### src/rtl/fsd_pkg.sv
package fsd_pkg;

  // A ratio below two cannot toggle, so it is treated as two.
  function automatic logic [31:0] eff_ratio(input logic [31:0] r);
    return (r < 32'd2) ? 32'd2 : r;
  endfunction

  // Cycles spent high within one period: ceil(n/2).
  function automatic logic [31:0] high_len(input logic [31:0] n);
    return n - (n >> 1);
  endfunction

  // Class 0 (<2k) never aligns, class 1 only on a 2 kHz sync, class 2/3 always.
  function automatic logic class_ok(input logic [1:0] cls, input logic rate8);
    return rate8 ? cls[1] : (cls != 2'b00);
  endfunction

endpackage

### src/rtl/fsd_sync_edge.sv
module fsd_sync_edge (
  input  logic clk,
  input  logic rst_n,
  input  logic sync_in,
  output logic fall_evt
);
  logic s1, s2, s3;

  always_ff @(posedge clk or negedge rst_n) begin
    if (!rst_n) begin
      s1 <= 1'b0;
      s2 <= 1'b0;
      s3 <= 1'b0;
    end else begin
      s1 <= sync_in;
      s2 <= s1;
      s3 <= s2;
    end
  end

  assign fall_evt = s3 & ~s2;

  // an event means the raw input was high three edges back and low two edges back
  assert_sample_R3: assert property (@(posedge clk) disable iff (!rst_n)
    fall_evt |-> ($past(sync_in, 2) == 1'b0 && $past(sync_in, 3) == 1'b1));

endmodule

### src/rtl/fsd_divider.sv
module fsd_divider #(
  parameter int DIV_W = 16
) (
  input  logic             clk,
  input  logic             rst_n,
  input  logic [DIV_W-1:0] ratio,
  input  logic             realign,
  output logic             clk_out
);
  import fsd_pkg::*;

  logic [DIV_W-1:0] cnt, cnt_nxt, n_eff, h_len;

  always_comb begin
    n_eff = DIV_W'(eff_ratio(32'(ratio)));
    h_len = DIV_W'(high_len(32'(n_eff)));
    if (realign)
      cnt_nxt = h_len;
    else if (cnt >= n_eff - DIV_W'(1))
      cnt_nxt = '0;
    else
      cnt_nxt = cnt + DIV_W'(1);
  end

  always_ff @(posedge clk or negedge rst_n) begin
    if (!rst_n) begin
      cnt     <= '1;
      clk_out <= 1'b0;
    end else begin
      cnt     <= cnt_nxt;
      clk_out <= (cnt_nxt < h_len);
    end
  end

  // a realignment drives the output low on the following edge
  assert_fall_on_load_R3: assert property (@(posedge clk) disable iff (!rst_n)
    realign |=> !clk_out);

  // without realignment the phase only advances by one or wraps to zero
  assert_free_run_R2: assert property (@(posedge clk) disable iff (!rst_n)
    !realign |=> (cnt == '0 || cnt == $past(cnt) + DIV_W'(1)));

endmodule

### src/rtl/fsync_divbank.sv
module fsync_divbank #(
  parameter int NUM_OUT = 4,
  parameter int DIV_W   = 16
) (
  input  logic                     clk,
  input  logic                     rst_n,
  input  logic                     sync_in,
  input  logic                     sync_rate_8k,
  input  logic                     pll_locked,
  input  logic                     align_en,
  input  logic                     sync_qual,
  input  logic                     pbo_en,
  input  logic [NUM_OUT*DIV_W-1:0] div_ratio,
  input  logic [2*NUM_OUT-1:0]     freq_cls,
  output logic [NUM_OUT-1:0]       clk_out,
  output logic                     cfg_err
);
  import fsd_pkg::*;

  logic               fall_evt;
  logic               align_evt;
  logic [NUM_OUT-1:0] realign;

  fsd_sync_edge u_sync (
    .clk      (clk),
    .rst_n    (rst_n),
    .sync_in  (sync_in),
    .fall_evt (fall_evt)
  );

  assign align_evt = fall_evt & pll_locked & align_en & sync_qual;

  for (genvar g = 0; g < NUM_OUT; g++) begin : g_div
    assign realign[g] = align_evt & class_ok(freq_cls[2*g +: 2], sync_rate_8k);

    fsd_divider #(.DIV_W(DIV_W)) u_div (
      .clk     (clk),
      .rst_n   (rst_n),
      .ratio   (div_ratio[g*DIV_W +: DIV_W]),
      .realign (realign[g]),
      .clk_out (clk_out[g])
    );

    // only outputs whose class meets the sync-rate threshold are realigned
    assert_class_R5: assert property (@(posedge clk) disable iff (!rst_n)
      realign[g] |-> (freq_cls[2*g +: 2] >= (sync_rate_8k ? 2'd2 : 2'd1)));
  end

  always_ff @(posedge clk or negedge rst_n) begin
    if (!rst_n) cfg_err <= 1'b0;
    else        cfg_err <= pbo_en & align_en;
  end

  // realignment requires lock, enable and qualification together
  assert_gate_R6: assert property (@(posedge clk) disable iff (!rst_n)
    (|realign) |-> (pll_locked && align_en && sync_qual));

  // realignment only ever follows a detected falling edge
  assert_edge_only_R4: assert property (@(posedge clk) disable iff (!rst_n)
    (|realign) |-> fall_evt);

  // conflicting options raise the flag one cycle later
  assert_cfg_err_R7: assert property (@(posedge clk) disable iff (!rst_n)
    (pbo_en && align_en) |=> cfg_err);

  // the flag drops one cycle after the conflict ends
  assert_cfg_clr_R7: assert property (@(posedge clk) disable iff (!rst_n)
    !(pbo_en && align_en) |=> !cfg_err);

endmodule

### config.mk
export PLATFORM = sky130hd
export DESIGN_NAME = fsync_divbank
export DESIGN_NICKNAME = d
export VERILOG_FILES = /design/src/rtl/fsd_pkg.sv /design/src/rtl/fsd_sync_edge.sv /design/src/rtl/fsd_divider.sv /design/src/rtl/fsync_divbank.sv
export SDC_FILE = /design/constraint.sdc
export NUM_CORES = 1
export LEC_CHECK = 0
export BUFFER_PORTS_ARGS = -buffer_cell sky130_fd_sc_hd__buf_4
export CORE_MARGIN = 2
export CORE_UTILIZATION = 60
export CTS_CLUSTER_DIAMETER = 50
export DETAILED_ROUTE_END_ITERATION = 6
export PLACE_DENSITY = 0.89
export SETUP_SLACK_MARGIN = 0.4
export SYNTH_ARGS = -nofsm -noshare
export SYNTH_HDL_FRONTEND = slang
export SYNTH_SLANG_ARGS = --single-unit
### constraint.sdc
create_clock -name clk -period 4.3 [get_ports clk]
set_input_delay 0.86 -clock clk [delete_from_list [all_inputs] [get_ports clk]]
set_output_delay 0.86 -clock clk [all_outputs]
set_load 0.02 [all_outputs]
==> impl_metrics.toml, run 1 <==
[sta]
grt_worst_setup_endpoint = "g_div[3].u_div.clk_out$_DFF_PN0_/D"
worst-ep-kind = "register input"

[synth]
synth-compound-area-share_pct = 20.2
synth.mux.area_fraction_pct = 0.403
synthXorXnorAreaFrac_pct = 11.6
syn-num-nets = 1877
yosys-top-cells-area = "ha_1 (28%), dfstp_2 (14%), xnor2_1 (8.0%), inv_1 (4.4%), xor2_1 (3.6%)"
yosys.area_share.simple_pct = 17.2
yosysMostFrequentCell = "ha_1"
synth.distinct_cells = 87
synth_top_family_by_area = "adder cells"
synth_area_um2 = 12400
syn_area_per_cell_um2 = 8.20
synth_top_area_cell = "ha_1"
synth_flop_cell = "dfstp_2"
synth_top_cell_area_share_pct = 28.0
synthCells = 1515
synth.yosys.seq_area_share_pct = 15.1
ys_warn_count = 0
async_flop_share_pct = 100
synthTopCellsByCount = "ha_1 (278), inv_1 (146), xnor2_1 (114)"
ys_ff_latch = 72
synthAdderAreaFrac_pct = 28.6
synth_edf_count = 0

[clocking]
cts_buffers = 9
hold_buffers = 0
cts_root_buf = "clkbuf_16"
clock_path_buffers = 2
clkSinkCount = 72
cts_max_level = 3

[global_route]
grt-ovfl-total = 89
gr-usage-all-layers_pct = 73.8
grt_max_degree = 73

[floorplanning]
die_w_um = 148
rows = 52
start_util_pct = 61.2
io_pins = 85
die_y_um = 148

[place]
dp_hpwl_um = 30600
pre_cts_ws_ps = -1340
placed_area_um2 = 16000
portBuffers = 84
gp_congestion = 0.966

[outcome]
lastStage = "global routing (5_1_grt)"
status = "stopped before the end"
stop_error = "[ERROR GRT-0232] Routing congestion too high. Check the congestion heatmap in the GUI."
## per-stage QoR
stage / instances / util [%]
4_1_cts: 2185 / 85.0
3_5_place_dp: 2136 / 78.6
3_3_place_gp: 2136 / 78.6
2_1_floorplan: 1515 / -
## layer usage
layer	track usage, %	overflow
met5	28.9	0
met2	92.1	45
met4	72.5	41
met3	60.6	3
met1	71.1	0
## logic make-up after synthesis
kind of cell | Yosys count
and+or+nand+nor | 415
DFF | 72
adders and majority gates | 282
muxes | 5
xor gates and xnor gates | 165
AOI/OAI and AO/OA | 360
buffers and inverters | 216
## timing repair
action / 4_1_cts
resized for setup: 151
gates cloned: 2
buffers inserted: 31
pin swaps: 83
setup endpoints to repair: 48
==> inputs of run 2 (changes only) <==
- CORE_UTILIZATION: 60 -> 40
- CTS_CLUSTER_DIAMETER: 50 -> not set
- PLACE_DENSITY: 0.89 -> not set
- PLACE_DENSITY_LB_ADDON: not set -> 0.15
- SETUP_SLACK_MARGIN: 0.4 -> not set
==> run 2 against run 1 <==
The flow now finishes, with violations (setup timing). Synthesized area unchanged. Synthesized cell count unchanged.
==> impl_metrics.toml, run 2 <==
[outcome]
status = "finished, violations left"
failed_checks = "setup timing"

[worst_setup_path]
reg2reg_depth = 14
start_kind = "primary input"
crit_path_frequent_cell = "ha_4"
r2r_start = "g_div[2].u_div.cnt[0]$_DFF_PN1_"
cpMaxStageDelayCell = "a2111oi_4"
crit_chain = "buf_6 -> nor4_4 -> buf_4 -> nand4_1 -> and2_4 -> ha_4 -> a21oi_4 -> a41oi_4 -> nor2b_2 -> xnor2_2 -> ha_4 -> a21oi_2 -> o21a_1 -> o41ai_4 -> a2111oi_4 -> nand2_4 -> o221ai_4 -> ha_4 -> nand4_1 -> nor2_2 -> o2111ai_2 -> buf_4 -> o31a_1"
r2r_slack_ps = 510
rr_endpoint = "g_div[2].u_div.clk_out$_DFF_PN0_"
crit_required_ps = 4520
arrival_ps = 5200
cp-end-kind = "register"
critPathKind = "primary input to register"
cpPeakStageDelay_ps = 500
path_max_fanout = 8

[route]
drt_iter0_markers = 418
wl_per_cell_um = 15.2
routed-via-count = 12183
drc = 0
via_per_inst = 5.16
drt_first_pass_iters = 5
wirelength_um = 35800
ant_nets = 0

[hold_path]
min_path_cells = 0
hp-class = "register to register"
min_to = "u_sync.s2$_DFF_PN0_"
holdCritStartpoint = "u_sync.s1$_DFF_PN0_"

[sta]
finalSetupViolCount = 4
setup-tns-final_ps = -2070
fin_crit_ps = 4980
slew_violations = 0
worstMarginPinSlew_ps = 1280
fin_crit_sh_pct = 116
rsz0062_at_grt = "true"
clock_skew_ps = 11.2
finalHoldViolations = 0
fin_ws_ps = -682
slew_headroom_pct = 14.3
fmax_ghz = 0.201

[global_route]
gr-usage-all-layers_pct = 21.4
grt-ovfl-total = 0
antenna_found_initial = 0
grt_pass1_wl_um = 58700
grt_max_degree = 73
grt_pass1_vias = 12141

[power]
pwr-share-seq_pct = 22.6
sw_frac_of_total_pct = 41.0
leakage_nw = 8.61
p_per_area_nw_per_um2 = 378
p_sw_mw = 2.80
comb_power_share_pct = 65.4
clockPowerShare_pct = 12.1
vdd_drop_max_mv = 0.247
power.internal_mw = 4.02

[clocking]
cts_buffers = 9
cts_max_level = 3
clock_path_buffers = 2
cts_tree = "built"
cts_root_buf = "clkbuf_16"
clk_latency_ps = 350
clkSinkCount = 72
hold_buffers = 0
clkTransAtPathRegs_ps = 60

[floorplanning]
start_util_pct = 40.6
rows = 64
io_pins = 85
die_w_um = 180
die_area_um2 = 32500
die_y_um = 180
coreArea_um2 = 30600

[synth]
synth.distinct_cells = 87
synthCells = 1515
synthTopCellsByCount = "ha_1 (278), inv_1 (146), xnor2_1 (114)"
synth_area_um2 = 12400
synth.yosys.seq_area_share_pct = 15.1
yosysMostFrequentCell = "ha_1"
syn-num-nets = 1877
yosys-top-cells-area = "ha_1 (28%), dfstp_2 (14%), xnor2_1 (8.0%), inv_1 (4.4%), xor2_1 (3.6%)"
synth_flop_cell = "dfstp_2"
synth_top_area_cell = "ha_1"
synth_edf_count = 0
syn_area_per_cell_um2 = 8.20
ys_warn_count = 0
async_flop_share_pct = 100
ys_ff_latch = 72
synth_top_cell_area_share_pct = 28.0

[flow_run]
cap_viol_max_count = 0

[final_layout]
top_register = "g_div.u_div.cnt"
layout_common_cells = "buf_4 (480), ha_1 (258), inv_1 (137)"
mostFrequentLayoutCell = "buf_4"
drive_gt1_share_pct = 39.6
diodes = 0
areaGrowthSynthToFinish_pct = 45.4
largestRegisters = "g_div.u_div.cnt: 64 flops, g_div.u_div.clk_out: 4 flops"
largest_reg_flops = 64
fin_util_pct = 59.1
nets = 2320

[place]
gp_congestion = 0.870
dp_hpwl_um = 28900
portBuffers = 84
run 2: cell counts after synthesis:
No cell type changed its count.
run 2: cells by family after synthesis:
family / share of synthesized area, %
simple gates: 17.2
fa+ha+maj: 28.6
mux: 0.403
xor+xnor: 11.6
compound gates: 20.2
buf+inv: 6.73
flops: 15.1
run 2: what timing repair did:
action	4_1_cts	5_1_grt
setup endpoints to repair	7	18
pin swaps	111	96
buffers inserted	24	22
gates resized for setup	127	65
run 2: worst max-delay path by stage:
stage               depth (start not counted)                               end  slack [ps]     startpoint
CTS                                        25  g_div[2].u_div.clk_out$_DFF_PN0_        -680  div_ratio[34]
global placement                           23  g_div[2].u_div.clk_out$_DFF_PN0_       -1370  div_ratio[37]
global route                               23  g_div[2].u_div.clk_out$_DFF_PN0_        -910  div_ratio[45]
floorplan                                  26  g_div[2].u_div.clk_out$_DFF_PN0_        -550  div_ratio[47]
detailed placement                         23  g_div[2].u_div.clk_out$_DFF_PN0_       -1310  div_ratio[37]
finish                                     23  g_div[2].u_div.clk_out$_DFF_PN0_        -680  div_ratio[34]
run 2: metrics by stage:
stage	worst slack, ps	power [mW]	instances	cell area (um2)	hold WS (ps)
floorplan	-552	3.72	1515	12800	331
global placement	-1370	5.30	2304	16400	359
detailed placement	-1310	5.37	2304	16400	338
CTS	-679	6.64	2343	17600	352
global route	-909	7.40	2359	18100	365
finish	-682	6.82	2359	18100	353
run 2: final cells by class:
| class | count | area, um2 |
|---|---|---|
| multi-input cells | 1227 | 10900 |
| fillers | 2747 | 12500 |
| clock buffers | 9 | 225 |
| repair buffers | 502 | 3880 |
| flip-flops and latches | 72 | 1880 |
| well taps | 396 | 495 |
| inverters | 146 | 601 |
| clock inverters | 7 | 96.3 |
run 2: metal layers:
layer  routed length, um  GRT usage (%)  part of all wire, %  vias up
met5                   0              0                    0        -
met4                 482           3.71                  1.3        0
met3                 765           1.80                  2.1       36
met2               17700           38.3                   49      175
met1               16900           28.3                   47     5728
li1                    -              -                    -     6244
run 2: power groups by stage:
stage	Sequential (mW)	Clock (mW)	Combinational [mW]
after global routing	1.58	0.878	4.94
final	1.54	0.824	4.46
after global placement	1.54	0	3.76
after detailed placement	1.54	0	3.83
after floorplan	1.39	0	2.33
after CTS	1.54	0.851	4.26
run 2: critical path: cells and delay by family:
| family | cells | cell delay [ps] |
|---|---|---|
| simple gates | 7 | 1360 |
| buf+inv | 3 | 410 |
| fa+ha+maj | 3 | 580 |
| compound gates | 9 | 1840 |
| xor+xnor | 1 | 160 |
Power figures use the tool's default switching activity.
